**src/rtl/rfe_pkg.sv**
```systemverilog
package rfe_pkg;
    typedef enum logic [2:0] {
        ST_IDLE,
        ST_FETCH,
        ST_CHECK,
        ST_FILL,
        ST_NEXT
    } rfe_state_e;

    localparam int CTRL_GO_BIT  = 0;
    localparam int CTRL_TID_LSB = 8;
    localparam int GEO_W_LSB    = 16;
    localparam int GEO_H_LSB    = 24;
    localparam int GEO_FIELD_W  = 4;
    localparam int GEO_SCALE_SH = 5;
    localparam int DESC_WORDS   = 5;
endpackage

```
**src/rtl/rfe_walk.sv**
```systemverilog
module rfe_walk #(
    parameter int CW = 16
) (
    input  logic          clk,
    input  logic          rst_n,
    input  logic          load,
    input  logic          step,
    input  logic [CW-1:0] x0,
    input  logic [CW-1:0] y0,
    input  logic [CW-1:0] x1,
    input  logic [CW-1:0] y1,
    output logic [CW-1:0] cur_x,
    output logic [CW-1:0] cur_y,
    output logic          at_end
);
    typedef struct packed {
        logic [CW-1:0] x;
        logic [CW-1:0] y;
    } pos_t;

    pos_t pos_d, pos_q;

    always_comb begin
        pos_d = pos_q;
        if (load) begin
            pos_d.x = x0;
            pos_d.y = y0;
        end else if (step) begin
            if (pos_q.x == x1) begin
                pos_d.x = x0;
                pos_d.y = pos_q.y + CW'(1);
            end else begin
                pos_d.x = pos_q.x + CW'(1);
            end
        end
    end

    always_ff @(posedge clk or negedge rst_n) begin
        if (!rst_n) pos_q <= '0;
        else        pos_q <= pos_d;
    end

    assign cur_x  = pos_q.x;
    assign cur_y  = pos_q.y;
    assign at_end = (pos_q.x == x1) && (pos_q.y == y1);
endmodule

```
**src/rtl/rfe_desc_check.sv**
```systemverilog
module rfe_desc_check #(
    parameter int CW = 16
) (
    input  logic [2*CW-1:0] corner_lo,
    input  logic [2*CW-1:0] corner_hi,
    input  logic [2*CW-1:0] data_ptr,
    input  logic [2*CW-1:0] next_ptr,
    input  logic [2*CW-1:0] geom,
    output logic            bad
);
    import rfe_pkg::*;
    localparam int LIM_W = GEO_FIELD_W + GEO_SCALE_SH;

    logic [CW-1:0] x0, y0, x1, y1, lim_w, lim_h;
    logic          order_bad, bound_bad, align_bad;

    always_comb begin
        x0    = corner_lo[CW-1:0];
        y0    = corner_lo[2*CW-1:CW];
        x1    = corner_hi[CW-1:0];
        y1    = corner_hi[2*CW-1:CW];
        lim_w = CW'({geom[GEO_W_LSB +: GEO_FIELD_W], GEO_SCALE_SH'(0)});
        lim_h = CW'({geom[GEO_H_LSB +: GEO_FIELD_W], GEO_SCALE_SH'(0)});
        order_bad = (x1 < x0) || (y1 < y0);
        bound_bad = (x1 >= lim_w) || (y1 >= lim_h);
        align_bad = (data_ptr[3:0] != 4'd0) || (next_ptr[3:0] != 4'd0);
        bad = order_bad || bound_bad || align_bad;
    end

    logic unused_lim;
    assign unused_lim = ^LIM_W;
endmodule

```
**src/rtl/tbl_refill_engine.sv**
```systemverilog
module tbl_refill_engine #(
    parameter int CW    = 16,
    parameter int TID_W = 2
) (
    input  logic              clk,
    input  logic              rst_n,
    input  logic              cmd_valid,
    input  logic [2*CW-1:0]   cmd_ptr,
    input  logic [2*CW-1:0]   geom_i,
    output logic              rd_req,
    output logic [2*CW-1:0]   rd_addr,
    input  logic              rd_ack,
    input  logic [2*CW-1:0]   rd_data,
    output logic              tw_en,
    output logic [TID_W-1:0]  tw_id,
    output logic [CW-1:0]     tw_x,
    output logic [CW-1:0]     tw_y,
    output logic [2*CW-1:0]   tw_data,
    output logic              ready,
    output logic              error,
    output logic              irq
);
    import rfe_pkg::*;
    localparam int WW = 2 * CW;
    localparam int IW = $clog2(DESC_WORDS);

    typedef struct packed {
        rfe_state_e       state;
        logic [WW-1:0]    ptr;
        logic [IW-1:0]    widx;
        logic [WW-1:0]    corner_lo;
        logic [WW-1:0]    corner_hi;
        logic [WW-1:0]    ctrl;
        logic [WW-1:0]    dptr;
        logic [WW-1:0]    nptr;
        logic             err;
        logic             irq;
        logic             wen;
        logic [TID_W-1:0] wid;
        logic [CW-1:0]    wx;
        logic [CW-1:0]    wy;
        logic [WW-1:0]    wdata;
    } eng_t;

    eng_t e_d, e_q;
    logic walk_load, walk_step, walk_end, desc_bad;
    logic [CW-1:0] cur_x, cur_y;

    rfe_walk #(.CW(CW)) u_walk (
        .clk    (clk),
        .rst_n  (rst_n),
        .load   (walk_load),
        .step   (walk_step),
        .x0     (e_q.corner_lo[CW-1:0]),
        .y0     (e_q.corner_lo[WW-1:CW]),
        .x1     (e_q.corner_hi[CW-1:0]),
        .y1     (e_q.corner_hi[WW-1:CW]),
        .cur_x  (cur_x),
        .cur_y  (cur_y),
        .at_end (walk_end)
    );

    rfe_desc_check #(.CW(CW)) u_check (
        .corner_lo (e_q.corner_lo),
        .corner_hi (e_q.corner_hi),
        .data_ptr  (e_q.dptr),
        .next_ptr  (e_q.nptr),
        .geom      (geom_i),
        .bad       (desc_bad)
    );

    always_comb begin
        e_d       = e_q;
        e_d.irq   = 1'b0;
        e_d.wen   = 1'b0;
        walk_load = 1'b0;
        walk_step = 1'b0;
        unique case (e_q.state)
            ST_IDLE: begin
                if (cmd_valid && cmd_ptr != '0) begin
                    if (cmd_ptr[3:0] != 4'd0) begin
                        e_d.err = 1'b1;
                    end else begin
                        e_d.err   = 1'b0;
                        e_d.ptr   = cmd_ptr;
                        e_d.widx  = '0;
                        e_d.state = ST_FETCH;
                    end
                end
            end
            ST_FETCH: begin
                if (rd_ack) begin
                    case (e_q.widx)
                        IW'(0):  e_d.corner_lo = rd_data;
                        IW'(1):  e_d.corner_hi = rd_data;
                        IW'(2):  e_d.ctrl      = rd_data;
                        IW'(3):  e_d.dptr      = rd_data;
                        default: e_d.nptr      = rd_data;
                    endcase
                    e_d.ptr = e_q.ptr + WW'(4);
                    if (e_q.widx == IW'(DESC_WORDS - 1)) e_d.state = ST_CHECK;
                    else                                 e_d.widx  = e_q.widx + IW'(1);
                end
            end
            ST_CHECK: begin
                if (desc_bad) begin
                    e_d.err   = 1'b1;
                    e_d.state = ST_IDLE;
                end else if (e_q.ctrl[CTRL_GO_BIT]) begin
                    walk_load = 1'b1;
                    e_d.ptr   = e_q.dptr;
                    e_d.state = ST_FILL;
                end else begin
                    e_d.state = ST_NEXT;
                end
            end
            ST_FILL: begin
                if (rd_ack) begin
                    e_d.wen   = 1'b1;
                    e_d.wid   = e_q.ctrl[CTRL_TID_LSB +: TID_W];
                    e_d.wx    = cur_x;
                    e_d.wy    = cur_y;
                    e_d.wdata = rd_data;
                    e_d.ptr   = e_q.ptr + WW'(4);
                    if (walk_end) e_d.state = ST_NEXT;
                    else          walk_step = 1'b1;
                end
            end
            ST_NEXT: begin
                if (e_q.nptr == '0) begin
                    e_d.irq   = 1'b1;
                    e_d.state = ST_IDLE;
                end else begin
                    e_d.ptr   = e_q.nptr;
                    e_d.widx  = '0;
                    e_d.state = ST_FETCH;
                end
            end
            default: e_d.state = ST_IDLE;
        endcase
        if (cmd_valid && cmd_ptr == '0) begin
            e_d.state = ST_IDLE;
            e_d.err   = 1'b0;
            e_d.irq   = 1'b0;
            e_d.wen   = 1'b0;
        end
    end

    always_ff @(posedge clk or negedge rst_n) begin
        if (!rst_n) begin
            e_q       <= '0;
            e_q.state <= ST_IDLE;
        end else begin
            e_q <= e_d;
        end
    end

    assign rd_req  = (e_q.state == ST_FETCH) || (e_q.state == ST_FILL);
    assign rd_addr = e_q.ptr;
    assign tw_en   = e_q.wen;
    assign tw_id   = e_q.wid;
    assign tw_x    = e_q.wx;
    assign tw_y    = e_q.wy;
    assign tw_data = e_q.wdata;
    assign ready   = (e_q.state == ST_IDLE);
    assign error   = e_q.err;
    assign irq     = e_q.irq;
endmodule

```
**config.mk**
```make
export PLATFORM = sky130hd
export DESIGN_NAME = tbl_refill_engine
export DESIGN_NICKNAME = d
export VERILOG_FILES = /design/src/rtl/rfe_pkg.sv /design/src/rtl/rfe_walk.sv /design/src/rtl/rfe_desc_check.sv /design/src/rtl/tbl_refill_engine.sv
export SDC_FILE = /design/constraint.sdc
export NUM_CORES = 1
export LEC_CHECK = 0
export BUFFER_PORTS_ARGS = -buffer_cell sky130_fd_sc_hd__buf_4
export CAP_MARGIN = 25
export CORE_MARGIN = 4
export CORE_UTILIZATION = 30
export DETAILED_ROUTE_END_ITERATION = 10
export SLEW_MARGIN = 20
export SYNTH_ARGS = -nofsm -noshare
export SYNTH_HDL_FRONTEND = slang
export SYNTH_SLANG_ARGS = --single-unit
```
**constraint.sdc**
```tcl
create_clock -name clk -period 3.1 [get_ports clk]
set_clock_uncertainty 0.15 [all_clocks]
set_input_delay 0.62 -clock clk [delete_from_list [all_inputs] [get_ports clk]]
set_output_delay 0.62 -clock clk [all_outputs]
set_load 0.02 [all_outputs]
```
# [Word level (Yosys, flattened, before mapping)]
# Index checks and enable logic that the tools add are counted.
[word_totals] register_bits=299 input_bits=100 output_inout_bits=103 word_cells=126
[classes] n_addsub=4 magnitude_cmp=4 eq_ne=25 muxes=41 bitwise=1 reduce_logical=34
[ops] operator="2-to-1 mux 32 bit" n=9
[ops] operator="2-to-1 mux 198 bit" n=1
[ops] operator="case mux 32 bit (5 select lines)" n=1
[ops] operator="2-to-1 mux 67 bit" n=2
[ops] operator="2-to-1 mux 38 bit" n=2
[ops] operator="2-to-1 mux 35 bit" n=2
[ops] operator="logical NOT 32 bit" n=2
[ops] operator="adder 16 x 1 -> 16 bit, second input constant" n=2
[ops] operator="adder 32 x 3 -> 32 bit, second input constant" n=1
[ops] operator="== test 16 bit" n=2
[ops] operator=">= comparator 16 x 9 -> 1 bit" n=2
[ops] operator="< comparator 16 bit" n=2
[ops] operator="2-to-1 mux 16 bit" n=2
[ops] operator="nonzero test 32 bit" n=1
[ops] operator="2-to-1 mux 3 bit" n=7
[ops] operator="AND reduction 3 bit" n=6
[ops] operator="case mux 3 bit (5 select lines)" n=1
[ops] operator="!= test 2 bit, second input constant" n=7
[ops] operator="== test 3 x 2 -> 1 bit, second input constant" n=4
[ops] operator="2-to-1 mux 1 bit" n=12
[ops] operator="!= test 3 bit, second input constant" n=4
[ops] operator="AND reduction 6 bit" n=2
[ops] operator="nonzero test 4 bit" n=3
[ops] operator="case mux 3 bit (3 select lines)" n=1
[ops] operator="17 further kinds" n=31

# [Depth between registers and ports, before layout]
[logic_depth] depth_word=8 mapped_depth=11

# [Hierarchy]
# Synthesis repeated with hierarchy kept, for this count alone.
[hier_totals] hier_cells=1373 hier_area_um2=14879.3
[modules_own_cells] module="tbl_refill_engine" instances=1 cells_per_inst=971 area_per_inst_um2=11589.9 seq_area_each_um2=5955.7
[modules_own_cells] module="rfe_walk" instances=1 cells_per_inst=261 area_per_inst_um2=2253.4 seq_area_each_um2=800.8
[modules_own_cells] module="rfe_desc_check" instances=1 cells_per_inst=141 area_per_inst_um2=1036.0 seq_area_each_um2=0.0

# [Worst setup path before layout]
# Ideal clock, no wire load.
[synth_path] path_kind="input to register" startpoint="in geom_i[17]" endpoint="reg e_q, in the netlist rd_addr[31]" setup_ns=0.137 arrival_ns=3.029 required_time_ns=2.813 path_slack_ns=-0.216 cell_stages=11 path_buffers=2 path_cell_list="inv_1 -> ha_1 -> nor4b_1 -> a2111oi_1 -> nor4b_1 -> or4_4 -> o211a_1 -> buf_2 -> buf_2 -> o41ai_1 -> o31ai_1"
[synth_between] elab_chain_cells=6
[synth_rtl] element="from (decl)" line_no="tbl_refill_engine.sv:9" source="input logic [2*CW-1:0] geom_i,"
[synth_rtl] element=">= comparator 16 x 9 -> 1 bit" line_no="rfe_desc_check.sv:25" source="bound_bad = (x1 >= lim_w) || (y1 >= lim_h);"
[synth_rtl] element="logical OR 1 bit" line_no="rfe_desc_check.sv:25"
[synth_rtl] element="logical OR 1 bit (2 in series)" line_no="rfe_desc_check.sv:27" source="bad = order_bad || bound_bad || align_bad;"
[synth_rtl] element="!= test 2 bit (no line)"
[synth_rtl] element="AND reduction 8 bit (no line)"
[synth_rtl] element="to (decl)" line_no="tbl_refill_engine.sv:45" source="eng_t e_d, e_q;"
# Every way passes these cells.
# A chain may end at the register's enable or synchronous reset.

# [Worst setup path in the final report]
[layout_path] startpoint="reg e_q[188] (netlist name)" endpoint="reg u_walk.pos_q, in the netlist u_walk.cur_x[0]"
[layout_between] elab_chain_cells=7
[layout_rtl] element="< comparator 16 bit or >= comparator 16 x 9 -> 1 bit (tied branches)" line_no="rfe_desc_check.sv:24, rfe_desc_check.sv:25"
[layout_rtl] element="logical OR 1 bit (on tied branches)" line_no="rfe_desc_check.sv:24, rfe_desc_check.sv:25"
[layout_rtl] element="logical OR 1 bit (2 in series)" line_no="rfe_desc_check.sv:27"
[layout_rtl] element="2-to-1 mux 1 bit" line_no="tbl_refill_engine.sv:106" source="if (desc_bad) begin"
[layout_rtl] element="2-to-1 mux 1 bit" line_no="tbl_refill_engine.sv:78" source="unique case (e_q.state)"
[layout_rtl] element="2-to-1 mux 32 bit or nonzero test 2 bit (tied branches)"
[layout_rtl] element="to (signal assigned)" line_no="rfe_walk.sv:40" source="else pos_q <= pos_d;"
[layout_rtl] element="to (decl)" line_no="rfe_walk.sv:21" source="pos_t pos_d, pos_q;"
# Several ways; a longest one is shown, not always the timed one.

==> metrics.md <==
| Metric | Value |
|---|---|
| Sequential-to-total area share from yosys stat | `0.4544` |
| Peak supply drop | `482.1 µV` |
| Most frequent cell after synthesis | `dfrtp_1` |
| Synth top area share | `0.4544` |
| FFs w/ async S/R, synth | `1.000` |
| Filler Cell Count | `4908` |
| Die height | `230.6 µm` |
| Synthesized area | `0.01487 mm²` |
| Via count | `11870` |
| Area Growth Syn to Fin | `22.32%` |
| Clk sinks | `270` |
| Max Root-Sink Buffers | `3` |
| CP arrival | `3.32 ns` |
| Multi-input logic area | `0.007010 mm²` |
| Cells after Synth | `1536` |
| Clk_lat worst skew | `0.55 ns` |
| Worst hold slack | `0.1857 ns` |
| Number of global-route vias before repair | `11980` |
| Layout cells sized above 1 | `0.2945` |
| Initial core utilization | `0.3038` |
| Initial antenna violation count | `1` |
| Final cell count without fillers | `2339` |
| Die area | `0.05319 mm²` |
| First-pass GRT wire length | `70760 µm` |
| Post-CTS Setup Bufs | `0` |
| Reg-to-Reg Start | `e_q[188]` |
| Clock slew at reported path FFs | `0.06 ns` |
| Maximum clock frequency | `0.3257 GHz` |
| Total length of routed wires | `45880 µm` |
| Worst hold start | `rd_data[23]` |
| Synthesized flop and latch total | `270` |
| Startpoint Class | `flop` |
| Hold Path Class | `input pin to flop` |
| DP Worst Slack | `-0.4503 ns` |
| Post-route DRC | `0` |
| Largest net degree at the start of global routing | `74` |
| Layout Nets | `1796` |
| Final Hold Vio Count | `0` |
| Synth area leaders | `dfrtp_1 45%, mux2_2 10%, nand2_1 6.4%` |
| Detailed placement HPWL | `32930 µm` |
| Num rows | `81` |
| Max Slew Vio Count | `0` |
| Setup Viol. Count Final | `0` |
| Drt pass-1 iters | `5` |
| Worst-path fanout max | `6` |
| Lkg Pwr | `8.653 nW` |
| Post-DP Area | `0.01674 mm²` |
| Setup crit start | `e_q[188]` |
| Crit share post-route | `0.9904` |
| Yosys warns | `0` |
| Netlist cell types | `70` |
| Net Count, Synth | `1682` |
| Core Box Area | `0.04895 mm²` |
| Top_reg_cell synth | `dfrtp_1` |
| Top Ports | `203` |
| CTS Buf Count | `34` |
| Crit. End Element | `flop` |
| GR Overflow Total | `0` |
| CTS tree | `yes` |
| Max-cap violations | `0` |
| Drt via density | `5.073` |
| H-Tree Depth | `2` |
| Final WS setup | `0.02962 ns` |
| Power per Cell Area | `986.0 mW/mm²` |
| Worst Tran Pin Value | `0.8409 ns` |
| Fin crit period | `3.070 ns` |
| Number of port buffers | `178` |
| Dominant cell type by area after synthesis | `dfrtp_1` |
| Root Driver | `clkbuf_16` |
| Die Wd | `230.6 µm` |
| Status | `finished clean` |
| Avg Synthesized Cell Area | `9.681 µm²` |
| CP required | `3.35 ns` |
| Register area | `0.006756 mm²` |
| Post-synth EDFFs | `0` |
| Worst Setup Path Type | `flop to flop` |
| Post-route ant nets | `0` |
| Routed len/inst | `19.61 µm` |
| GRT Total Usage | `0.1680` |
| Routability cong. | `0.9095` |
| Commonest cells in the netlist | `270 x dfrtp_1, 254 x nand2_1, 136 x mux2_2` |
| Design Area, Final | `0.01819 mm²` |
| Placed cells | `2274` |
| RSZ-0062 raised after global routing | `true` |
| Initial DRC count | `750` |
| Rel. slew slack | `0.4373` |
final timing paths:
path / slack (ns) / cells past startpoint / endpoint
worst min-delay path: 0.19 / 3 / tw_data[23]
max in group asynchronous: 1.43 / 3 / rd_addr[12]
worst max-delay path: 0.03 / 9 / u_walk.cur_x[0]
worst max register to register: 0.03 / 9 / u_walk.cur_x[0]
worst min register to register: 0.32 / 2 / tw_id[1]
min in group asynchronous: 0.51 / 2 / e_q[264]
worst max-delay path: stages, from the launching register on:
cell	delay (ns)
dfrtp_1	0.39
ha_1	0.31
nor4b_1	0.16
nand4_1	0.11
a311oi_2	0.16
or4_4	0.61
or4b_4	0.64
buf_12	0.19
nand3b_1	0.10
o221ai_2	0.10
metrics by stage:
step	power [mW]	setup TNS [ns]	utilization
floorplan	11.06	-0.01431	-
global placement	13.31	-22.51	0.3421
detailed placement	13.57	-23.56	0.3421
CTS	17.90	0	0.3669
global route	19.12	-0.9818	0.3715
finish	17.93	0	0.3715
cell type report:
class	instances	area share
diodes	1	0.0001376
clock buffers	48	0.05703
clock inverters	12	0.008324
inverters	82	0.01734
multi-input cells	1006	0.3855
flip-flops and latches	270	0.3715
well taps	664	0.04568
repair buffers	256	0.1145
sequential cells by signal (all words and copies together), names as in the netlist, 2 cells and up:
signal and count:
e_q 137, rd_addr 32, tw_data 32, tw_id 2
tw_x 16, tw_y 16, u_walk.cur_x 16, u_walk.cur_y 16
placed cells by master (no fill, tap or decap), types with 5 or more instances in the layout:
master     Yosys  routed
a21oi_1       64      64
a2bb2oi_1     13       5
a2bb2oi_2      0       8
a31oi_1        8       8
and3_1         8       7
buf_12         0       7
buf_4         98     241
clkbuf_16      0      40
clkbuf_8       0       7
dfrtp_1      270     270
ha_1          46      45
inv_1         82      81
mux2_2       136     136
mux2i_1       14      14
nand2_1      254     254
nand2b_1       7       7
nand3_1       31      30
nand4_1       19      19
nor2_1        53      50
nor3_1        15      15
nor4_1        34      34
nor4b_1        8       6
o21a_1         7       7
o21ai_0       77      66
o21ai_1       14      23
o22a_1         5       5
o22ai_1       28      28
o31ai_1       15      15
o41a_1         6       6
o41ai_1       22      10
o41ai_2        0      12
xnor2_1       12      11
xor2_1        38      38
timing repair:
action / 4_1_cts / 5_1_grt
gates cloned: 0 / 3
resized for setup: 3 / 34
hold buffers: 1 / 0
setup endpoints to repair: 41 / 51
pin swaps: 1 / 3
hold endpoints to repair: 69 / 0
kinds of logic after synthesis:
kind of cell | count (synthesis) | share of synthesized area
simple gates | 466 | 0.1458
mux | 150 | 0.1124
flops | 270 | 0.4544
fa+ha+maj | 46 | 0.03871
xor+xnor | 50 | 0.02945
buf+inv | 260 | 0.09206
compound gates | 294 | 0.1271
power by group:
group	switching, mW	internal (mW)
Combinational	4.17	3.51
Sequential	1.25	4.80
Clock	1.61	2.59
routing by layer:
metal / up-vias / global-route usage / wire length, µm
li1: 5547 / - / -
met1: 5873 / 0.2367 / 20960
met4: 0 / 0.05413 / 1238
met2: 376 / 0.2657 / 21080
met3: 70 / 0.02678 / 2594
met5: - / 0 / 0
(Power assumes the default switching activity.)
